### src/rtl/pwb_pkg.sv
package pwb_pkg;
  typedef enum logic [0:0] {
    PH_IDLE = 1'b0,
    PH_FILL = 1'b1
  } pwb_phase_e;
endpackage

### src/rtl/pwb_fill.sv
// Page buffer: byte storage, per-offset keep mask and the wrapping in-page pointer.
module pwb_fill #(
  parameter int ADDR_W     = 13,
  parameter int PAGE_BYTES = 32
) (
  input  logic              clk,
  input  logic              rst_n,
  input  logic              load,
  input  logic [ADDR_W-1:0] load_addr,
  input  logic              take,
  input  logic [7:0]        take_data,
  input  logic              take_allow,
  input  logic [$clog2(PAGE_BYTES)-1:0] rd_idx,
  output logic [ADDR_W-1:0] cur_addr,
  output logic [ADDR_W-$clog2(PAGE_BYTES)-1:0] page,
  output logic              any_byte,
  output logic [7:0]        rd_data,
  output logic              rd_mark
);
  localparam int OFF_W = $clog2(PAGE_BYTES);
  localparam int PG_W  = ADDR_W - OFF_W;

  logic [7:0]            store_q [PAGE_BYTES];
  logic [PAGE_BYTES-1:0] keep_q;
  logic [PG_W-1:0]       page_q;
  logic [OFF_W-1:0]      off_q;
  logic                  got_q;

  always_ff @(posedge clk) begin
    if (!rst_n) begin
      keep_q <= '0;
      page_q <= '0;
      off_q  <= '0;
      got_q  <= 1'b0;
    end else if (load) begin
      keep_q <= '0;
      page_q <= load_addr[ADDR_W-1:OFF_W];
      off_q  <= load_addr[OFF_W-1:0];
      got_q  <= 1'b0;
    end else if (take) begin
      keep_q[off_q] <= take_allow;
      off_q         <= off_q + 1'b1;
      got_q         <= 1'b1;
    end
  end

  always_ff @(posedge clk) begin
    if (take && !load) store_q[off_q] <= take_data;
  end

  assign cur_addr = {page_q, off_q};
  assign page     = page_q;
  assign any_byte = got_q;
  assign rd_data  = store_q[rd_idx];
  assign rd_mark  = keep_q[rd_idx];
endmodule

### src/rtl/pwb_drain.sv
// Scans every page offset once, one per cycle, after a kick.
module pwb_drain #(
  parameter int PAGE_BYTES = 32
) (
  input  logic                          clk,
  input  logic                          rst_n,
  input  logic                          kick,
  output logic                          active,
  output logic [$clog2(PAGE_BYTES)-1:0] idx
);
  localparam int OFF_W = $clog2(PAGE_BYTES);
  localparam logic [OFF_W-1:0] LAST = OFF_W'(PAGE_BYTES - 1);

  always_ff @(posedge clk) begin
    if (!rst_n) begin
      active <= 1'b0;
      idx    <= '0;
    end else if (kick) begin
      active <= 1'b1;
      idx    <= '0;
    end else if (active) begin
      idx <= idx + 1'b1;
      if (idx == LAST) active <= 1'b0;
    end
  end
endmodule

### src/rtl/pwb_timer.sv
// Busy window of a fixed cycle count, with a done pulse when it ends.
module pwb_timer #(
  parameter int COMMIT_CYCLES = 2000000
) (
  input  logic clk,
  input  logic rst_n,
  input  logic kick,
  output logic busy,
  output logic done
);
  localparam int CNT_W = $clog2(COMMIT_CYCLES + 1);
  localparam logic [CNT_W-1:0] LOAD = CNT_W'(COMMIT_CYCLES - 1);

  logic [CNT_W-1:0] cnt_q;

  always_ff @(posedge clk) begin
    if (!rst_n) begin
      busy  <= 1'b0;
      done  <= 1'b0;
      cnt_q <= '0;
    end else begin
      done <= 1'b0;
      if (kick && !busy) begin
        busy  <= 1'b1;
        cnt_q <= LOAD;
      end else if (busy) begin
        if (cnt_q == '0) begin
          busy <= 1'b0;
          done <= 1'b1;
        end else begin
          cnt_q <= cnt_q - 1'b1;
        end
      end
    end
  end
endmodule

### src/rtl/pwb_commit.sv
module pwb_commit #(
  parameter int ADDR_W        = 13,
  parameter int PAGE_BYTES    = 32,
  parameter int COMMIT_CYCLES = 2000000
) (
  input  logic              clk,
  input  logic              rst_n,
  input  logic              start_valid,
  input  logic [ADDR_W-1:0] start_addr,
  input  logic              in_valid,
  output logic              in_ready,
  input  logic [7:0]        in_data,
  input  logic              cs_rise,
  input  logic              cs_on_boundary,
  output logic [ADDR_W-1:0] perm_addr,
  input  logic              perm_allow,
  input  logic              rd_req,
  output logic              rd_ok,
  output logic              mem_we,
  output logic [ADDR_W-1:0] mem_addr,
  output logic [7:0]        mem_wdata,
  output logic              busy,
  output logic              wel_clear
);
  import pwb_pkg::*;

  localparam int OFF_W = $clog2(PAGE_BYTES);
  localparam int PG_W  = ADDR_W - OFF_W;

  pwb_phase_e      phase_q;
  logic            load, take, commit;
  logic            any_byte, rd_mark, drain_on;
  logic [7:0]      rd_data;
  logic [OFF_W-1:0] drain_idx;
  logic [PG_W-1:0] page;

  assign load   = start_valid && !busy && !cs_rise;
  assign take   = in_valid && in_ready;
  assign commit = (phase_q == PH_FILL) && cs_rise && cs_on_boundary && any_byte;

  always_ff @(posedge clk) begin
    if (!rst_n) begin
      phase_q <= PH_IDLE;
    end else if (phase_q == PH_FILL && cs_rise) begin
      phase_q <= PH_IDLE;
    end else if (load) begin
      phase_q <= PH_FILL;
    end
  end

  assign in_ready = (phase_q == PH_FILL) && !busy;
  assign rd_ok    = rd_req && !busy;

  pwb_fill #(.ADDR_W(ADDR_W), .PAGE_BYTES(PAGE_BYTES)) u_fill (
    .clk        (clk),
    .rst_n      (rst_n),
    .load       (load),
    .load_addr  (start_addr),
    .take       (take),
    .take_data  (in_data),
    .take_allow (perm_allow),
    .rd_idx     (drain_idx),
    .cur_addr   (perm_addr),
    .page       (page),
    .any_byte   (any_byte),
    .rd_data    (rd_data),
    .rd_mark    (rd_mark)
  );

  pwb_drain #(.PAGE_BYTES(PAGE_BYTES)) u_drain (
    .clk    (clk),
    .rst_n  (rst_n),
    .kick   (commit),
    .active (drain_on),
    .idx    (drain_idx)
  );

  pwb_timer #(.COMMIT_CYCLES(COMMIT_CYCLES)) u_timer (
    .clk   (clk),
    .rst_n (rst_n),
    .kick  (commit),
    .busy  (busy),
    .done  (wel_clear)
  );

  assign mem_we    = drain_on && rd_mark;
  assign mem_addr  = {page, drain_idx};
  assign mem_wdata = rd_data;
endmodule

### config.mk
export PLATFORM = sky130hd
export DESIGN_NAME = pwb_commit
export DESIGN_NICKNAME = d
export VERILOG_FILES = /design/src/rtl/pwb_pkg.sv /design/src/rtl/pwb_fill.sv /design/src/rtl/pwb_drain.sv /design/src/rtl/pwb_timer.sv /design/src/rtl/pwb_commit.sv
export SDC_FILE = /design/constraint.sdc
export NUM_CORES = 1
export LEC_CHECK = 0
export ABC_AREA = 1
export BUFFER_PORTS_ARGS = -buffer_cell sky130_fd_sc_hd__buf_2
export CAP_MARGIN = 0
export CORE_MARGIN = 4
export CORE_UTILIZATION = 61
export DETAILED_ROUTE_END_ITERATION = 6
export PLACE_DENSITY = 0.85
export SLEW_MARGIN = 15
export SYNTH_ARGS = -nofsm -noshare
export SYNTH_HDL_FRONTEND = slang
export SYNTH_SLANG_ARGS = --single-unit
### constraint.sdc
create_clock -name clk -period 2.85 [get_ports clk]
set_clock_uncertainty 0.15 [all_clocks]
set_input_delay 0.57 -clock clk [delete_from_list [all_inputs] [get_ports clk]]
set_output_delay 0.57 -clock clk [all_outputs]
set_load 0.02 [all_outputs]
==> qor.yml <==
synth_edf_count: 256
slew_headroom: 0.529
power.leakage_uw: 0.00664
endpoint_kind: "output port"
cts_setup_buffers: 0
vias: 11300
synth.yosys.seq_area_share: 0.640
syn_to_final_growth_pct: 14.8
net-switching-power_uw: 2060
die_w_um: 162
finalInstanceArea_mm2: 0.0167
grt_max_degree: 65
die-area_mm2: 0.0264
die_h_um: 162
layout.cells.non_filler: 1922
dpl_cell_area_mm2: 0.0153
hold_viol: 0
whs_ns: 0.154
clk_pin_slew_worst_paths_ns: 0.06
synthArstFlopShare: 0
holdPathEnd: "u_fill.page[5]$_SDFFE_PN0P_"
cts.sinks: 337
path_cells: "inv_8, clkbuf_16, nor2_1, nor2_1, o31ai_1, buf_4, nand2_1, nand2_1, nand2_1, buf_4"
postSynthAreaPerCell_um2: 9.67
hold_start: "start_addr[10]"
start_util: 0.620
vias_per_cell: 5.90
worst_pin_slew_ns: 0.706
power_frac_seq: 0.517
routedWlPerCell_um: 18.9
rrSetupSlack_ns: 0.78
synthAdderAreaFrac: 0.00688
gp_congestion: 0.898
swShare: 0.200
drt_pass1_iterations: 6
r2r_start: "u_fill.off_q[2]$_SDFFE_PN0P_"
crit_path_max_fanout: 16
wl_um: 36300
grt.overflow.total: 0
synth.distinct_cells: 37
crit_slowest_cell: "dfxtp_4"
ys_seq_elements: 337
htree_levels: 2
finalWorstSetupSlack_ns: -0.130
cp.arrival_ns: 2.26
yosys.area_share.simple: 0.222
period_share: 1.05
fmax_mhz: 336
clock_latency_ns: 0.51
power_uw: 10300
hp-class: "in2reg"
clockBufferDepth: 3
setup_tns_ns: -0.551
worstReg2RegEnd: "u_fill.store_q[12][7]$_DFFE_PP_"
clock_tree.root_cell: "clkbuf_16"
startpoint_type: "register"
core_area_mm2: 0.0235
n_fill_cell: 1539
vdd_drop_max_mv: 0.507
grt_usage: 0.267
drive_gt1_frac: 0.133
power_density_mw_per_mm2: 615
syn_inst: 1504
netlist_area_mm2: 0.0145
rows: 56
syn-num-nets: 1541
min_period_ns: 2.98
grt_first_pass_wirelength_um: 55900
synth_top_family_by_area: "simple AND/OR/NAND/NOR gates"
numCtsBuffers: 35
drt_iter0_drc: 1535
min_path_cells: 3
final_antenna_net_count: 0
yosysWarnings: 0
synthMuxAreaShare: 0
io_pins: 68
ff2ff_path_depth: 5
critPathMostFrequentCell: "nand2_1"
dpl.hpwl_um: 22000
outcome: "finished, violations left"
slew_viol_final: 0
synth_ff_type: "edfxtp_1"
cap_violations: 0
critPathRequiredTime_ns: 2.13
rsz0062_at_grt: "true"
pwr-share-comb: 0.028
numPortBuffers: 67
synth_xor_area_frac: 0.00602
synth-compound-area-share: 0.0760
intPower_uw: 8220
cts_tree: "done"
max_stage_delay_ns: 0.48
grt_pass1_vias: 10600
antenna_found_initial: 2
layout.nets: 1617
drc_errors: 0
p_clk_frac: 0.456
setup_viol: 8
violations: "negative setup slack"
dp_cells: 1858
path_class: "reg2out"
-- critical path, delay by kind of cell (launching register included) --
family | cells | cell delay (ns)
AO/OA/AOI/OAI | 1 | 0.25
buffers and inverters | 4 | 0.63
flip-flops | 1 | 0.48
AND/OR/NAND/NOR | 5 | 0.39
-- metrics by stage --
step	utilization	setup slack, ns
2_1_floorplan	-	0.427
3_3_place_gp	0.653	0.437
6_report	0.712	-0.130
3_5_place_dp	0.653	0.416
5_1_grt	0.712	-0.222
4_1_cts	0.705	-0.0915
-- repair_timing --
item / CTS / global route
gates resized for setup: 7 / 18
endpoints found under the setup margin: 8 / 9
hold buffers: 0 / 0
pin swaps: 4 / 2
cloned: 1 / 3
-- power groups by stage --
| stage | Sequential [µW] | Clock (µW) | Combinational, µW |
|---|---|---|---|
| 6_report | 5310 | 4680 | 285 |
| 3_5_place_dp | 5410 | 0 | 276 |
| 5_1_grt | 5310 | 4940 | 309 |
| 3_3_place_gp | 5410 | 0 | 268 |
| 2_1_floorplan | 5420 | 0 | 137 |
| 4_1_cts | 5310 | 4720 | 280 |
-- layout by cell type (no fill, tap or decap), types with 3 or more instances in the layout --
cell type	count
inv_1	73
ha_1	8
nor3_1	5
dfxtp_1	77
clkbuf_16	40
xor2_1	8
edfxtp_1	256
clkinv_1	8
nand3b_1	3
nand2_1	437
buf_4	47
buf_12	3
nor2_2	9
dfxtp_2	3
o31ai_2	6
o21ai_1	7
nor2_1	167
nand4_1	15
nand2_2	3
a21oi_1	110
o31ai_1	18
clkinv_2	4
buf_2	65
bufinv_16	5
nor3_2	3
buf_16	3
nand3_1	130
inv_2	7
a31oi_1	5
o21ai_0	50
-- worst max path at each step --
stage,start,end,slack (ns),cells past startpoint
after floorplan,u_timer.busy$_SDFF_PN0_,u_fill.store_q[7][0]$_DFFE_PP_,0.43,7
after global placement,register,mem_wdata[4],0.44,9
after detailed placement,register,mem_wdata[4],0.42,9
after CTS,register,mem_wdata[1],-0.09,10
after global routing,register,mem_wdata[1],-0.22,11
final,register,mem_wdata[6],-0.13,10
-- cells in the mapped netlist, types with 9 or more instances --
library cell	count	area, µm²
inv_1	74	278
nand2_1	438	1640
nand4_1	15	93.8
nor2_1	168	631
buf_4	10	75.1
clkbuf_1	28	105
edfxtp_1	256	7690
o31ai_1	24	180
nand3_1	130	651
buf_2	35	175
dfxtp_1	81	1620
a21oi_1	112	561
buf_1	9	33.8
o21ai_0	52	260
-- state kept, by name (all words and copies together) (netlist names), named ones only --
register / flops
phase_q: 1
u_drain.active: 1
u_drain.idx: 5
u_fill.any_byte: 1
u_fill.keep_q: 32
u_fill.off_q: 5
u_fill.page: 8
u_fill.store_q: 256
u_timer.busy: 1
u_timer.cnt_q: 21
u_timer.done: 1
-- per-layer routing --
metal  wire, µm  global-route usage  vias up  part of all wire
li1           -                   -     5233                 -
met1      14200               0.371     5412              0.39
met2      17700               0.434      614              0.49
met3       3510              0.0483       89             0.097
met4        893              0.0865        0             0.025
met5          0                   0        -                 0
-- final cells by class --
cell class | count | area [µm²] | share of cell area
Antenna cell | 2 | 5.00 | 0.000300
Timing Repair Buffer | 122 | 907 | 0.0543
Inverter | 84 | 323 | 0.0193
Sequential cell | 337 | 9320 | 0.558
Clock inverter | 17 | 220 | 0.0132
Clock buffer | 41 | 961 | 0.0575
Tap cell | 319 | 399 | 0.0239
Multi-Input combinational cell | 1000 | 4570 | 0.274
-- kinds of logic after synthesis --
logic type,Yosys count
adder cells (fa/ha/maj),8
AND/OR/NAND/NOR,778
flip-flops,337
AO/OA/AOI/OAI,204
buffers and inverters,167
XOR/XNOR,10
Note: power is estimated with default switching activity, not from simulation.
